<file path="config.mk">
export PLATFORM = sky130hd
export DESIGN_NAME = coef_stage_commit
export DESIGN_NICKNAME = d
export VERILOG_FILES = /design/src/rtl/csc_pkg.sv /design/src/rtl/csc_slot_bank.sv /design/src/rtl/csc_sequencer.sv /design/src/rtl/coef_stage_commit.sv
export SDC_FILE = /design/constraint.sdc
export NUM_CORES = 1
export LEC_CHECK = 0
export BUFFER_PORTS_ARGS = -buffer_cell sky130_fd_sc_hd__buf_2
export CORE_MARGIN = 4
export CORE_UTILIZATION = 60
export CTS_CLUSTER_DIAMETER = 120
export DETAILED_ROUTE_END_ITERATION = 7
export PLACE_DENSITY = 0.8
export SKIP_CTS_REPAIR_TIMING = 1
export SYNTH_ARGS = -nofsm -noshare
export SYNTH_HDL_FRONTEND = slang
export SYNTH_SLANG_ARGS = --single-unit
</file>
<file path="constraint.sdc">
create_clock -name clk -period 5.3 [get_ports clk]
set_clock_uncertainty 0.15 [all_clocks]
set_input_delay 0.795 -clock clk [delete_from_list [all_inputs] [get_ports clk]]
set_output_delay 0.795 -clock clk [all_outputs]
set_load 0.02 [all_outputs]
</file>
<file path="src/rtl/csc_pkg.sv">
package csc_pkg;
    typedef enum logic [1:0] {
        ST_IDLE  = 2'd0,
        ST_ARMED = 2'd1,
        ST_COPY  = 2'd2
    } csc_state_e;

    localparam logic [3:0] SEL_CTRL      = 4'd15;
    localparam int         SEL_ADDR_BASE = 8;
endpackage

</file>
<file path="src/rtl/csc_slot_bank.sv">
module csc_slot_bank
    import csc_pkg::*;
#(
    parameter int NSLOT = 5,
    parameter int DW    = 28,
    parameter int AW    = 10,
    parameter int TAW   = 12,
    parameter int SELW  = 4,
    parameter int CNTW  = 3,
    parameter int IDXW  = 3
) (
    input  logic            clk,
    input  logic            rst_n,
    input  logic            host_we,
    input  logic [SELW-1:0] host_sel,
    input  logic [DW-1:0]   host_wdata,
    input  logic            lock,
    input  logic [IDXW-1:0] rd_idx,
    output logic [AW-1:0]   rd_addr,
    output logic [DW-1:0]   rd_data,
    output logic            go,
    output logic [CNTW-1:0] go_cnt,
    output logic            reject
);
    typedef struct packed {
        logic [NSLOT-1:0][AW-1:0] addr;
        logic [NSLOT-1:0][DW-1:0] data;
        logic                     rej;
    } bank_t;

    bank_t bank_d, bank_q;
    logic  hit;

    always_comb begin
        bank_d     = bank_q;
        bank_d.rej = 1'b0;
        go         = 1'b0;
        go_cnt     = host_wdata[CNTW-1:0];
        hit        = 1'b0;
        if (host_we) begin
            if (lock) begin
                bank_d.rej = 1'b1;
            end else if (host_sel == SEL_CTRL) begin
                hit = 1'b1;
                if (host_wdata[CNTW]) begin
                    if (go_cnt != '0 && go_cnt <= CNTW'(NSLOT)) go = 1'b1;
                    else bank_d.rej = 1'b1;
                end
            end else begin
                for (int i = 0; i < NSLOT; i++) begin
                    if (host_sel == SELW'(i)) begin
                        hit              = 1'b1;
                        bank_d.data[i]   = host_wdata;
                    end
                    if (host_sel == SELW'(SEL_ADDR_BASE + i)) begin
                        hit = 1'b1;
                        if (host_wdata[TAW-1:AW] == '0) bank_d.addr[i] = host_wdata[AW-1:0];
                        else bank_d.rej = 1'b1;
                    end
                end
                if (!hit) bank_d.rej = 1'b1;
            end
        end
    end

    always_comb begin
        rd_addr = '0;
        rd_data = '0;
        for (int i = 0; i < NSLOT; i++) begin
            if (rd_idx == IDXW'(i)) begin
                rd_addr = bank_q.addr[i];
                rd_data = bank_q.data[i];
            end
        end
    end

    always_ff @(posedge clk) begin
        if (!rst_n) bank_q <= '0;
        else        bank_q <= bank_d;
    end

    assign reject = bank_q.rej;
endmodule

</file>
<file path="src/rtl/csc_sequencer.sv">
module csc_sequencer
    import csc_pkg::*;
#(
    parameter int NSLOT = 5,
    parameter int CNTW  = 3,
    parameter int IDXW  = 3
) (
    input  logic            clk,
    input  logic            rst_n,
    input  logic            go,
    input  logic [CNTW-1:0] go_cnt,
    input  logic            frame_start,
    input  logic            core_busy,
    output logic            busy,
    output logic            we,
    output logic [IDXW-1:0] idx
);
    typedef struct packed {
        csc_state_e      st;
        logic [IDXW-1:0] idx;
        logic [IDXW-1:0] last;
    } seq_t;

    seq_t seq_d, seq_q;

    always_comb begin
        seq_d = seq_q;
        case (seq_q.st)
            ST_IDLE: begin
                if (go) begin
                    seq_d.st   = ST_ARMED;
                    seq_d.last = IDXW'(go_cnt - CNTW'(1));
                end
            end
            ST_ARMED: begin
                if (frame_start) begin
                    seq_d.st  = ST_COPY;
                    seq_d.idx = '0;
                end
            end
            ST_COPY: begin
                if (!core_busy) begin
                    if (seq_q.idx == seq_q.last) seq_d.st = ST_IDLE;
                    else seq_d.idx = seq_q.idx + IDXW'(1);
                end
            end
            default: seq_d.st = ST_IDLE;
        endcase
    end

    always_ff @(posedge clk) begin
        if (!rst_n) seq_q <= '{st: ST_IDLE, idx: '0, last: '0};
        else        seq_q <= seq_d;
    end

    assign busy = (seq_q.st != ST_IDLE);
    assign we   = (seq_q.st == ST_COPY) && !core_busy;
    assign idx  = seq_q.idx;
endmodule

</file>
<file path="src/rtl/coef_stage_commit.sv">
module coef_stage_commit #(
    parameter int NSLOT = 5,
    parameter int DW    = 28,
    parameter int AW    = 10,
    parameter int TAW   = 12,
    parameter int SELW  = 4
) (
    input  logic            clk,
    input  logic            rst_n,
    input  logic            host_we,
    input  logic [SELW-1:0] host_sel,
    input  logic [DW-1:0]   host_wdata,
    input  logic            frame_start,
    input  logic            core_busy,
    output logic            ram_we,
    output logic [AW-1:0]   ram_addr,
    output logic [DW-1:0]   ram_wdata,
    output logic            xfer_busy,
    output logic            host_reject
);
    localparam int CNTW = $clog2(NSLOT + 1);
    localparam int IDXW = (NSLOT > 1) ? $clog2(NSLOT) : 1;

    logic            go;
    logic [CNTW-1:0] go_cnt;
    logic [IDXW-1:0] idx;

    csc_slot_bank #(
        .NSLOT(NSLOT), .DW(DW), .AW(AW), .TAW(TAW),
        .SELW(SELW), .CNTW(CNTW), .IDXW(IDXW)
    ) u_bank (
        .clk        (clk),
        .rst_n      (rst_n),
        .host_we    (host_we),
        .host_sel   (host_sel),
        .host_wdata (host_wdata),
        .lock       (xfer_busy),
        .rd_idx     (idx),
        .rd_addr    (ram_addr),
        .rd_data    (ram_wdata),
        .go         (go),
        .go_cnt     (go_cnt),
        .reject     (host_reject)
    );

    csc_sequencer #(
        .NSLOT(NSLOT), .CNTW(CNTW), .IDXW(IDXW)
    ) u_seq (
        .clk         (clk),
        .rst_n       (rst_n),
        .go          (go),
        .go_cnt      (go_cnt),
        .frame_start (frame_start),
        .core_busy   (core_busy),
        .busy        (xfer_busy),
        .we          (ram_we),
        .idx         (idx)
    );
endmodule

</file>
==> flow_summary.yaml <==
outcome:
  run_status: "completed"
floorplan:
  initial_cell_density_of_the_core: 0.620
  design.core.area_um2: 14700
  design.portCount: 78
  die-width_um: 131
  design.die.area_um2: 17200
  core.rowCount: 44
  die_h_um: 131
synthesis:
  synth_cell_type_count: 35
  number_of_synthesized_flops_with_an_enable_pin: 0
  ys_top_cells_by_count: "sky130_fd_sc_hd__dfxtp_1 (199), sky130_fd_sc_hd__o21ai_0 (180), sky130_fd_sc_hd__nand3_1 (157), sky130_fd_sc_hd__a21oi_1 (153), sky130_fd_sc_hd__nand2_1 (115)"
  synth_top_area_frac: 0.437
  synthesis.instances: 1176
  yosys_warnings: 0
  synth.yosys.seq_area_share: 0.437
  post-synth-top-area-cell: "sky130_fd_sc_hd__dfxtp_1"
  ys_top_cells_by_area: "sky130_fd_sc_hd__dfxtp_1 (44%), sky130_fd_sc_hd__o21ai_0 (9.9%), sky130_fd_sc_hd__nand3_1 (8.6%), sky130_fd_sc_hd__a21oi_1 (8.4%), sky130_fd_sc_hd__nand2_1 (4.7%)"
  avg_inst_size_synth_um2: 7.75
  post_synth_design_cell_area_um2: 9110
  synthArstFlopShare: 0
  yosys_most_used_dff: "sky130_fd_sc_hd__dfxtp_1"
  synthesis.nets: 1221
  synth.ff_latch_count: 199
  most_common_cell_in_the_netlist: "sky130_fd_sc_hd__dfxtp_1"
min_path:
  hold_path_depth: 2
  hold_path_class: "flop to flop"
  worstHoldEndpoint: "u_bank.bank_q[78]$_SDFFE_PN0P_"
  worstHoldStart: "u_bank.bank_q[78]$_SDFFE_PN0P_"
drt:
  wl_met3_mm: 1.09
  viasPerCell: 6.02
  drt-met1-wl_mm: 10.5
  wirelength_mm: 22.4
  via_count: 8223
  routedWlPerCell_um: 16.4
  detail_route.first_pass.iterations: 5
  met2_wirelength_mm: 10.6
  route.top_layer_used: "met4"
  route.detailed.drc: 0
  route.antenna.remaining_nets: 0
  number_of_design_rule_violations_left_by_the_first_detailed_router_iteration: 741
final_layout:
  diodes: 0
  design.final.nets: 1214
  final_cell_count_no_fill: 1366
  final_layout_size_suffix_gt1_frac: 0.107
  area.growth.synth_to_final_pct: 9.92
global_route:
  grt_max_degree: 115
  total_global_routing_track_utilization: 0.254
  grt_pass1_vias: 7280
  wire_length_of_the_first_global_routing_pass_mm: 36.9
  antenna_violations_before_repair: 0
  globalRouteOverflowTotal: 0
critical_path:
  ff2ff_path_depth: 5
  worst_ep_arrival_time_ns: 3.10
  worst-r2r-setup-slack_ns: 2.56
  worst-path-max-fanout: 45
  critical_path.startpoint_type: "flop"
  crit_path_end_kind: "output pin"
  critical_path.reg2reg.startpoint: "u_seq.seq_q[6]$_SDFFE_PN0P_"
  cp_data_required_time_ns: 4.36
  worstReg2RegEnd: "u_bank.bank_q[103]$_SDFFE_PN0P_"
  crit_type: "flop to output pin"
cts:
  clock_path_buffers: 2
  clock_tree_from_tritoncts: "yes"
  cts-htree-levels: 4
  clock-sinks: 199
  clk_pin_slew_worst_setup_hold_paths_ns: 0.07
  clk-insertion-delay-late_ns: 0.43
  total_cts_buffers: 17
  cts_root_buffer: "sky130_fd_sc_hd__clkbuf_16"
power:
  power.density_nw_per_um2: 306
  static-leakage-power_nw: 3.44
  vdd_ir_drop_max_mv: 0.274
placed_design:
  place.detailed.hpwl_mm: 13.0
  place.port_buffers: 77
  dp_cells: 1334
  gp_congestion: 0.795
sta:
  timing.hold.ws_ns: 0.323
  max_freq_mhz: 247
  min_period_ns: 4.04
  timing.final.max_slew_violations: 0
  report.final.setup_viol: 0
  max_slew.worst_pin.slew_ns: 1.21
  totalNegativeSetupSlack_ns: 0
  report.final.hold_viol_count: 0
  post-route-period-util: 0.763
  grt_setup_unrepaired: "false"
  slew_headroom: 0.192
job:
  drv_cap: 0
flip-flops by register name, summed over array words and instances (netlist names):
| name | count |
|---|---|
| u_seq.idx | 3 |
| u_seq.seq_q | 5 |
| u_bank.bank_q | 190 |
| u_bank.reject | 1 |
placed cells by master, fill, tap and decap left out, types with 2 or more instances in the layout:
cell,n
sky130_fd_sc_hd__a221oi_1,38
sky130_fd_sc_hd__ha_4,2
sky130_fd_sc_hd__a21oi_1,153
sky130_fd_sc_hd__bufinv_16,5
sky130_fd_sc_hd__dfxtp_1,198
sky130_fd_sc_hd__clkinv_4,2
sky130_fd_sc_hd__ha_2,2
sky130_fd_sc_hd__nand3_1,157
sky130_fd_sc_hd__nand3b_1,5
sky130_fd_sc_hd__nand4_1,3
sky130_fd_sc_hd__buf_2,76
sky130_fd_sc_hd__mux2i_1,43
sky130_fd_sc_hd__xnor2_1,3
sky130_fd_sc_hd__ha_1,4
sky130_fd_sc_hd__inv_1,44
sky130_fd_sc_hd__clkinv_2,2
sky130_fd_sc_hd__nand2b_1,2
sky130_fd_sc_hd__o21ai_1,13
sky130_fd_sc_hd__nor2_1,42
sky130_fd_sc_hd__nor2b_1,42
sky130_fd_sc_hd__clkinvlp_4,3
sky130_fd_sc_hd__nand2_1,115
sky130_fd_sc_hd__buf_4,10
sky130_fd_sc_hd__clkbuf_16,17
sky130_fd_sc_hd__clkbuf_1,2
sky130_fd_sc_hd__a21boi_0,3
sky130_fd_sc_hd__o21ai_0,180
report_power, final:
group | switching (mW) | internal [mW] | leakage, nW | total [mW]
Combinational | 0.0914 | 0.0408 | 1.53 | 0.132
Clock | 0.562 | 0.850 | 0.306 | 1.41
Sequential | 0.00864 | 1.51 | 1.61 | 1.52
cell type report:
cell class / instances / area (um^2)
Fill cell: 1267 / 4690
Multi-Input combinational cell: 819 / 4500
Sequential cell: 199 / 3990
Timing Repair Buffer: 88 / 487
Clock buffer: 20 / 447
Tap cell: 184 / 230
Clock inverter: 12 / 200
Inverter: 44 / 165
how the worst max path moves through the flow:
stage                              start            end  depth (start not counted)
6_report       u_seq.idx[0]$_SDFFE_PN0P_  ram_wdata[10]                          7
4_1_cts        u_seq.idx[0]$_SDFFE_PN0P_  ram_wdata[10]                          7
2_1_floorplan  u_seq.idx[2]$_SDFFE_PN0P_  ram_wdata[10]                         12
5_1_grt        u_seq.idx[0]$_SDFFE_PN0P_  ram_wdata[11]                          7
3_5_place_dp   u_seq.idx[0]$_SDFFE_PN0P_  ram_wdata[25]                          7
3_3_place_gp   u_seq.idx[0]$_SDFFE_PN0P_  ram_wdata[25]                          7
layer usage:
metal	up-vias	global-route usage
met5	-	0
met4	0	0.0601
met3	23	0.0543
met2	196	0.406
met1	3907	0.357
li1	4097	-
critical path, cell delays in order, from the launching register on:
cell and delay, ns:
sky130_fd_sc_hd__dfxtp_1 0.36, sky130_fd_sc_hd__inv_1 0.16, sky130_fd_sc_hd__ha_2 0.84, sky130_fd_sc_hd__buf_4 0.48, sky130_fd_sc_hd__a21oi_1 0.13, sky130_fd_sc_hd__a221oi_1 0.35, sky130_fd_sc_hd__a21oi_1 0.10, sky130_fd_sc_hd__buf_2 0.22
logic make-up (layout without fill, tap and decap cells):
| logic type | Yosys count | in the layout | synth area share |
|---|---|---|---|
| muxes | 43 | 43 | 0.0473 |
| AOI/OAI and AO/OA | 390 | 390 | 0.232 |
| DFF | 199 | 199 | 0.437 |
| and+or+nand+nor | 374 | 374 | 0.197 |
| adders and majority gates | 8 | 8 | 0.0110 |
| xor gates and xnor gates | 4 | 4 | 0.00385 |
| buffers and inverters | 158 | 164 | 0.0723 |
metrics by stage:
stage | total power [mW] | cell area [um^2] | util | setup WS (ns)
floorplan | 1.63 | 9110 | - | 2.11
global placement | 1.68 | 9370 | 0.637 | 1.84
detailed placement | 1.68 | 9370 | 0.637 | 1.77
CTS | 3.07 | 10000 | 0.681 | 1.27
global route | 3.15 | 10000 | 0.681 | 0.986
finish | 3.06 | 10000 | 0.681 | 1.26
No activity file was read; power rests on OpenSTA's default activity.
